--- config.mk ---
export PLATFORM = sky130hd
export DESIGN_NAME = dpot_i2c_ctrl
export DESIGN_NICKNAME = d
export VERILOG_FILES = /design/src/rtl/dpot_pkg.sv /design/src/rtl/dpot_line_sync.sv /design/src/rtl/dpot_link.sv /design/src/rtl/dpot_i2c_ctrl.sv
export SDC_FILE = /design/constraint.sdc
export NUM_CORES = 1
export LEC_CHECK = 0
export CAP_MARGIN = 40
export CORE_ASPECT_RATIO = 1.4
export CORE_MARGIN = 4
export CORE_UTILIZATION = 40
export DETAILED_ROUTE_END_ITERATION = 8
export GPL_TIMING_DRIVEN = 0
export SYNTH_ARGS = -nofsm -noshare
export SYNTH_HDL_FRONTEND = slang
export SYNTH_SLANG_ARGS = --single-unit
--- constraint.sdc ---
create_clock -name clk -period 3.4 [get_ports clk]
set_input_delay 0.68 -clock clk [delete_from_list [all_inputs] [get_ports clk]]
set_output_delay 0.68 -clock clk [all_outputs]
set_load 0.01 [all_outputs]
--- src/rtl/dpot_pkg.sv ---
package dpot_pkg;
    localparam int BYTE_W = 8;
    localparam int ADDR_PREFIX_W = 5;
    localparam logic [ADDR_PREFIX_W-1:0] ADDR_PREFIX = 5'b01011;

    typedef enum logic [3:0] {
        ST_IDLE,
        ST_ADDR,
        ST_ADDR_ACK,
        ST_INSTR,
        ST_INSTR_ACK,
        ST_DATA,
        ST_DATA_ACK,
        ST_SKIP,
        ST_RD,
        ST_RD_ACK,
        ST_RD_NEXT
    } link_st_e;
endpackage

--- src/rtl/dpot_line_sync.sv ---
module dpot_line_sync #(
    parameter int STAGES = 2
) (
    input  logic clk,
    input  logic rst_n,
    input  logic line_i,
    output logic level_o,
    output logic rise_o,
    output logic fall_o
);
    localparam int CHAIN_W = STAGES + 1;

    logic [CHAIN_W-1:0] chain_d, chain_q;

    always_comb begin
        chain_d = {chain_q[CHAIN_W-2:0], line_i};
    end

    always_ff @(posedge clk or negedge rst_n) begin
        if (!rst_n) chain_q <= '1;
        else        chain_q <= chain_d;
    end

    assign level_o = chain_q[STAGES-1];
    assign rise_o  = chain_q[STAGES-1] & ~chain_q[STAGES];
    assign fall_o  = ~chain_q[STAGES-1] & chain_q[STAGES];
endmodule

--- src/rtl/dpot_link.sv ---
module dpot_link
    import dpot_pkg::*;
#(
    parameter int STRAP_W = 2
) (
    input  logic               clk,
    input  logic               rst_n,
    input  logic               scl_lvl,
    input  logic               scl_rise,
    input  logic               scl_fall,
    input  logic               sda_lvl,
    input  logic               sda_rise,
    input  logic               sda_fall,
    input  logic [STRAP_W-1:0] strap_i,
    input  logic [BYTE_W-1:0]  rd_code_i,
    output logic               sda_oe_o,
    output logic               instr_stb_o,
    output logic               data_stb_o,
    output logic [BYTE_W-1:0]  rx_byte_o
);
    localparam int CNT_W = $clog2(BYTE_W);
    localparam logic [CNT_W-1:0] LAST_BIT = CNT_W'(BYTE_W - 1);

    typedef struct packed {
        link_st_e          st;
        logic [CNT_W-1:0]  cnt;
        logic [BYTE_W-1:0] sr;
        logic [BYTE_W-1:0] tx;
        logic              oe;
        logic              rw;
    } link_s;

    link_s link_d, link_q;
    logic  start_ev, stop_ev;
    logic [BYTE_W-1:0] byte_in;

    assign start_ev = scl_lvl & sda_fall;
    assign stop_ev  = scl_lvl & sda_rise;
    assign byte_in  = {link_q.sr[BYTE_W-2:0], sda_lvl};

    always_comb begin
        link_d      = link_q;
        instr_stb_o = 1'b0;
        data_stb_o  = 1'b0;
        if (start_ev) begin
            link_d.st  = ST_ADDR;
            link_d.cnt = '0;
            link_d.oe  = 1'b0;
        end else if (stop_ev) begin
            link_d.st = ST_IDLE;
            link_d.oe = 1'b0;
        end else begin
            case (link_q.st)
                ST_ADDR, ST_INSTR, ST_DATA: begin
                    if (scl_rise) begin
                        link_d.sr  = byte_in;
                        link_d.cnt = link_q.cnt + 1'b1;
                        if (link_q.cnt == LAST_BIT) begin
                            if (link_q.st == ST_ADDR) begin
                                if (byte_in[BYTE_W-1:1] == {ADDR_PREFIX, strap_i}) begin
                                    link_d.st = ST_ADDR_ACK;
                                    link_d.rw = byte_in[0];
                                end else begin
                                    link_d.st = ST_IDLE;
                                end
                            end else if (link_q.st == ST_INSTR) begin
                                instr_stb_o = 1'b1;
                                link_d.st   = ST_INSTR_ACK;
                            end else begin
                                data_stb_o = 1'b1;
                                link_d.st  = ST_DATA_ACK;
                            end
                        end
                    end
                end
                ST_ADDR_ACK, ST_INSTR_ACK, ST_DATA_ACK: begin
                    if (scl_fall) begin
                        if (!link_q.oe) begin
                            link_d.oe = 1'b1;
                        end else begin
                            link_d.oe  = 1'b0;
                            link_d.cnt = '0;
                            if (link_q.st == ST_ADDR_ACK) begin
                                if (link_q.rw) begin
                                    link_d.st = ST_RD;
                                    link_d.tx = rd_code_i;
                                    link_d.oe = ~rd_code_i[BYTE_W-1];
                                end else begin
                                    link_d.st = ST_INSTR;
                                end
                            end else if (link_q.st == ST_INSTR_ACK) begin
                                link_d.st = ST_DATA;
                            end else begin
                                link_d.st = ST_SKIP;
                            end
                        end
                    end
                end
                ST_RD: begin
                    if (scl_fall) begin
                        link_d.cnt = link_q.cnt + 1'b1;
                        if (link_q.cnt == LAST_BIT) begin
                            link_d.oe = 1'b0;
                            link_d.st = ST_RD_ACK;
                        end else begin
                            link_d.tx = {link_q.tx[BYTE_W-2:0], 1'b0};
                            link_d.oe = ~link_q.tx[BYTE_W-2];
                        end
                    end
                end
                ST_RD_ACK: begin
                    if (scl_rise) link_d.st = sda_lvl ? ST_SKIP : ST_RD_NEXT;
                end
                ST_RD_NEXT: begin
                    if (scl_fall) begin
                        link_d.st  = ST_RD;
                        link_d.cnt = '0;
                        link_d.tx  = rd_code_i;
                        link_d.oe  = ~rd_code_i[BYTE_W-1];
                    end
                end
                default: ;
            endcase
        end
    end

    always_ff @(posedge clk or negedge rst_n) begin
        if (!rst_n) begin
            link_q <= '{st: ST_IDLE, cnt: '0, sr: '0, tx: '0, oe: 1'b0, rw: 1'b0};
        end else begin
            link_q <= link_d;
        end
    end

    assign sda_oe_o  = link_q.oe;
    assign rx_byte_o = byte_in;

    // data-line enable holds while the clock line is high
    assert_sda_still_R11: assert property (@(posedge clk) disable iff (!rst_n)
        (scl_lvl && !start_ev && !stop_ev) |=> $stable(link_q.oe));

    // stop leaves the link idle and released
    assert_stop_release_R2: assert property (@(posedge clk) disable iff (!rst_n)
        stop_ev |=> (!link_q.oe && link_q.st == ST_IDLE));

    // an idle (or unaddressed) link never pulls the line
    assert_idle_quiet_R1: assert property (@(posedge clk) disable iff (!rst_n)
        (link_q.st == ST_IDLE) |-> !link_q.oe);

    // instruction and data strobes never coincide
    assert_one_strobe_R4: assert property (@(posedge clk) disable iff (!rst_n)
        $onehot0({instr_stb_o, data_stb_o}));
endmodule

--- src/rtl/dpot_i2c_ctrl.sv ---
module dpot_i2c_ctrl
    import dpot_pkg::*;
#(
    parameter int SYNC_STAGES = 2,
    parameter int STRAP_W     = 2
) (
    input  logic               clk,
    input  logic               rst_n,
    input  logic               scl_i,
    input  logic               sda_i,
    output logic               sda_oe_o,
    input  logic [STRAP_W-1:0] strap_i,
    input  logic               shdn_n_i,
    output logic [BYTE_W-1:0]  wiper_a_o,
    output logic [BYTE_W-1:0]  wiper_b_o,
    output logic [1:0]         shut_o,
    output logic [1:0]         gpo_o
);
    localparam logic [BYTE_W-1:0] MID_CODE = BYTE_W'(1) << (BYTE_W - 1);
    localparam int BIT_SEL = BYTE_W - 1;
    localparam int BIT_MID = BYTE_W - 2;
    localparam int BIT_SHD = BYTE_W - 3;
    localparam int BIT_O2  = BYTE_W - 4;
    localparam int BIT_O1  = BYTE_W - 5;

    typedef struct packed {
        logic [BYTE_W-1:0] wa;
        logic [BYTE_W-1:0] wb;
        logic              sel;
        logic [1:0]        shd;
        logic [1:0]        gpo;
    } core_s;

    core_s core_d, core_q;

    logic scl_lvl, scl_rise, scl_fall;
    logic sda_lvl, sda_rise, sda_fall;
    logic instr_stb, data_stb;
    logic [BYTE_W-1:0] rx_byte, rd_code;

    dpot_line_sync #(.STAGES(SYNC_STAGES)) u_scl_sync (
        .clk(clk), .rst_n(rst_n), .line_i(scl_i),
        .level_o(scl_lvl), .rise_o(scl_rise), .fall_o(scl_fall));

    dpot_line_sync #(.STAGES(SYNC_STAGES)) u_sda_sync (
        .clk(clk), .rst_n(rst_n), .line_i(sda_i),
        .level_o(sda_lvl), .rise_o(sda_rise), .fall_o(sda_fall));

    assign rd_code = core_q.sel ? core_q.wb : core_q.wa;

    dpot_link #(.STRAP_W(STRAP_W)) u_link (
        .clk(clk), .rst_n(rst_n),
        .scl_lvl(scl_lvl), .scl_rise(scl_rise), .scl_fall(scl_fall),
        .sda_lvl(sda_lvl), .sda_rise(sda_rise), .sda_fall(sda_fall),
        .strap_i(strap_i), .rd_code_i(rd_code),
        .sda_oe_o(sda_oe_o), .instr_stb_o(instr_stb), .data_stb_o(data_stb),
        .rx_byte_o(rx_byte));

    always_comb begin
        core_d = core_q;
        if (instr_stb) begin
            core_d.sel = rx_byte[BIT_SEL];
            core_d.gpo = {rx_byte[BIT_O2], rx_byte[BIT_O1]};
            core_d.shd[rx_byte[BIT_SEL]] = rx_byte[BIT_SHD];
            if (rx_byte[BIT_MID]) begin
                if (rx_byte[BIT_SEL]) core_d.wb = MID_CODE;
                else                  core_d.wa = MID_CODE;
            end
        end else if (data_stb) begin
            if (core_q.sel) core_d.wb = rx_byte;
            else            core_d.wa = rx_byte;
        end
    end

    always_ff @(posedge clk or negedge rst_n) begin
        if (!rst_n) begin
            core_q <= '{wa: MID_CODE, wb: MID_CODE, sel: 1'b0, shd: 2'b00, gpo: 2'b00};
        end else begin
            core_q <= core_d;
        end
    end

    assign wiper_a_o = core_q.wa;
    assign wiper_b_o = core_q.wb;
    assign gpo_o     = core_q.gpo;
    assign shut_o    = core_q.shd | {2{~shdn_n_i}};

    // wipers move only on a completed instruction or data byte
    assert_wiper_hold_R7: assert property (@(posedge clk) disable iff (!rst_n)
        (!instr_stb && !data_stb) |=> ($stable(core_q.wa) && $stable(core_q.wb)));

    // a midscale instruction for channel A lands on the center code
    assert_midscale_a_R5: assert property (@(posedge clk) disable iff (!rst_n)
        (instr_stb && rx_byte[BIT_MID] && !rx_byte[BIT_SEL]) |=> (wiper_a_o == MID_CODE));

    // the shutdown pin forces both channels off
    assert_pin_shut_R6: assert property (@(posedge clk) disable iff (!rst_n)
        !shdn_n_i |-> (shut_o == 2'b11));
endmodule

==> impl_metrics.json <==
{
  "status": "complete, no violations",
  "routed_wl_um": 6630,
  "clkLatencyLatePin_ns": 0.31,
  "cts_root_buffer": "clkbuf_8",
  "yosys_warnings": 0,
  "grt_usage_pct": 17.0,
  "tightest_slew_ns": 0.665,
  "layout_min_cycle_time_ns": 2.40,
  "die_area_um2": 8540,
  "rsz0062_at_grt": "false",
  "reg2reg_slack_ns": 1.15,
  "synthToLayoutAreaGrowth_pct": 18.2,
  "gp_congestion": 0.887,
  "die_h_um": 108,
  "setup_viol": 0,
  "period_share_pct": 70.5,
  "skew_ns": 0.00829,
  "drv_cap": 0,
  "p_leak_nw": 1.47,
  "hp-class": "primary input to asynchronous set/reset pin",
  "htreeDepth": 2,
  "ant_nets": 0,
  "relSlewSlack_pct": 55.3,
  "synthCells": 287,
  "start_kind": "primary input",
  "antenna_found_initial": 0,
  "dpl.hpwl_um": 4850,
  "netlist_area_um2": 2840,
  "std_cell_rows": 36,
  "synth_area_leaders": "dfrtp_1 37%, mux2_2 13%, dfstp_2 7.4%",
  "diodes": 0,
  "place_area_um2": 3250,
  "maxSlewViolCount": 0,
  "cts_tree": "built",
  "power_mw": 1.59,
  "critPathRequiredTime_ns": 2.72,
  "crit_fanout": 2,
  "post-place-ws_ns": 1.01,
  "power.density_nw_per_um2": 475,
  "grt-ovfl-total": 0,
  "grt_pass1_vias": 2221,
  "arrival_ns": 1.72,
  "mappedNetlistNets": 296,
  "core_um2": 6940,
  "yosysTopAreaCell": "dfrtp_1",
  "cts.sinks": 50,
  "hold_viol_final": 0,
  "ys_seq_area_share_pct": 44.4,
  "layout_setup_ws_ns": 1.00,
  "grt_pass1_wl_um": 11300,
  "endpoint_kind": "primary output",
  "postCtsSetupBuffers": 0,
  "finalSetupTns_ns": 0,
  "nFillCells": 701,
  "drc_errors": 0,
  "seq_area_um2": 1260,
  "wl_per_cell_um": 15.9,
  "cts_hold_buf": 0,
  "avgSynthCellArea_um2": 9.90,
  "vdd_drop_max_mv": 0.215,
  "clk_pin_slew_ns": 0.10,
  "cts_buffers": 5,
  "clockBufferDepth": 2,
  "io_pins": 28,
  "io_buffers": 27,
  "drive_above_1_share_pct": 26.6,
  "first_pass_iters": 4,
  "avgViaCountPerCell": 5.15,
  "grt_max_degree": 27,
  "via_count": 2152,
  "netlist.area_leader.share_pct": 37.0,
  "fin_area_um2": 3360,
  "finalNetCount": 331,
  "fp.dieW_um": 79.3,
  "fmax_ghz": 0.417,
  "cts-resized-gates": 0,
  "multiInputGateArea_um2": 1350,
  "drt-initial-drc-count": 168,
  "crit_type": "primary input to primary output",
  "ys_ff_latch": 50,
  "synth_cell_type_count": 48,
  "r2r_cells": 7,
  "initial_utilization_pct": 41.0
}
==> synth_stat cells, drive strengths merged <==
library cell,instances
nand2b,6
mux2,34
buf,27
a21boi,1
o22a,2
a211oi,1
o2bb2a,1
nor4,2
o311ai,1
nand4,2
and3b,1
o21ai,22
and2b,1
o31ai,3
or3,3
nand2,30
nand3b,1
a22o,3
nand4bb,1
o21a,1
inv,6
a211o,1
dfrtp,42
clkbuf,6
o2111ai,1
dfstp,8
xnor2,3
a21oi,15
nor2b,6
a22oi,6
nor2,16
o22ai,1
nor4bb,1
o21bai,1
and2,9
ha,2
or4,1
a31oi,2
mux2i,4
nor3,7
nand3,6
==> critical path: stages <==
cell,delay [ns]
clkdlybuf4s50_1,0.42
nand2b_1,0.08
clkdlybuf4s50_1,0.53
==> kinds of logic (layout without fill, tap and decap cells) <==
group                      after synthesis  count (layout)  share of synthesized area [%]
and+or+nand+nor                         93              93                           17.4
muxes                                   38              38                           14.9
adders and majority gates                2               2                          0.880
DFF                                     50              50                           44.4
buffers and inverters                   39              75                           8.14
AOI/OAI and AO/OA                       62              62                           13.4
xor gates and xnor gates                 3               3                          0.924
==> final cells by class <==
type                    instances  share of cell area, %
multi-input cells             198                   40.2
flip-flops and latches         50                   37.5
repair buffers                 28                   8.49
plain buffers                  33                   6.22
well taps                      95                   3.54
clock buffers                   5                   2.05
clock inverters                 3                   1.30
inverters                       6                  0.670
==> final timing paths <==
| check | from | to |
|---|---|---|
| worst max-delay path | shdn_n_i | shut_o[0] |
| min in group clk | u_sda_sync.chain_q[0] | u_sda_sync.chain_q[1] |
| worst max register to register | u_link.link_q[18] | wiper_b_o[1] |
| max in group asynchronous | rst_n | wiper_b_o[7] |
| worst min-delay path | rst_n | u_link.link_q[21] |
| worst min register to register | u_sda_sync.chain_q[0] | u_sda_sync.chain_q[1] |
==> layout by cell type (no fill, tap or decap), drive strengths merged, types with 3 or more instances in the layout <==
master,instances
nor3,7
nand2,30
or3,3
buf,29
clkbuf,11
a22o,3
mux2,34
inv,7
dfrtp,42
mux2i,4
o31ai,3
dfstp,8
o21ai,22
and2,9
nor2,16
nor2b,6
clkdlybuf4s50,26
a22oi,6
a21oi,15
xnor2,3
nand2b,6
nand3,6
==> sequential cells by signal (all words and copies together) (netlist names) <==
| name | cells |
|---|---|
| u_link.link_q | 15 |
| wiper_a_o | 8 |
| wiper_b_o | 8 |
| u_link.rx_byte_o | 7 |
| core_q | 3 |
| u_scl_sync.chain_q | 3 |
| u_sda_sync.chain_q | 3 |
| gpo_o | 2 |
| u_link.sda_oe_o | 1 |
==> power by group <==
group	internal (mW)	switching, mW
Combinational	0.196	0.235
Clock	0.221	0.214
Sequential	0.653	0.0761
==> per-stage QoR <==
step | hold WS (ns) | instances | util (%)
after floorplan | 0.345 | 287 | -
after global placement | 0.346 | 409 | 46.6
after detailed placement | 0.350 | 410 | 46.8
after CTS | 0.364 | 418 | 48.4
after global routing | 0.372 | 418 | 48.4
final | 0.357 | 418 | 48.4
==> per-layer routing <==
metal  part of all wire, %  wire length [µm]  track usage [%]  vias to the layer above
li1                      -                 -                -                     1059
met5                     0                 0                0                        -
met4                   2.0               131             5.77                        0
met3                   4.1               269             3.02                        8
met2                    50              3320             28.9                       51
met1                    44              2910             21.7                     1034
Power figures use the tool's default switching activity.
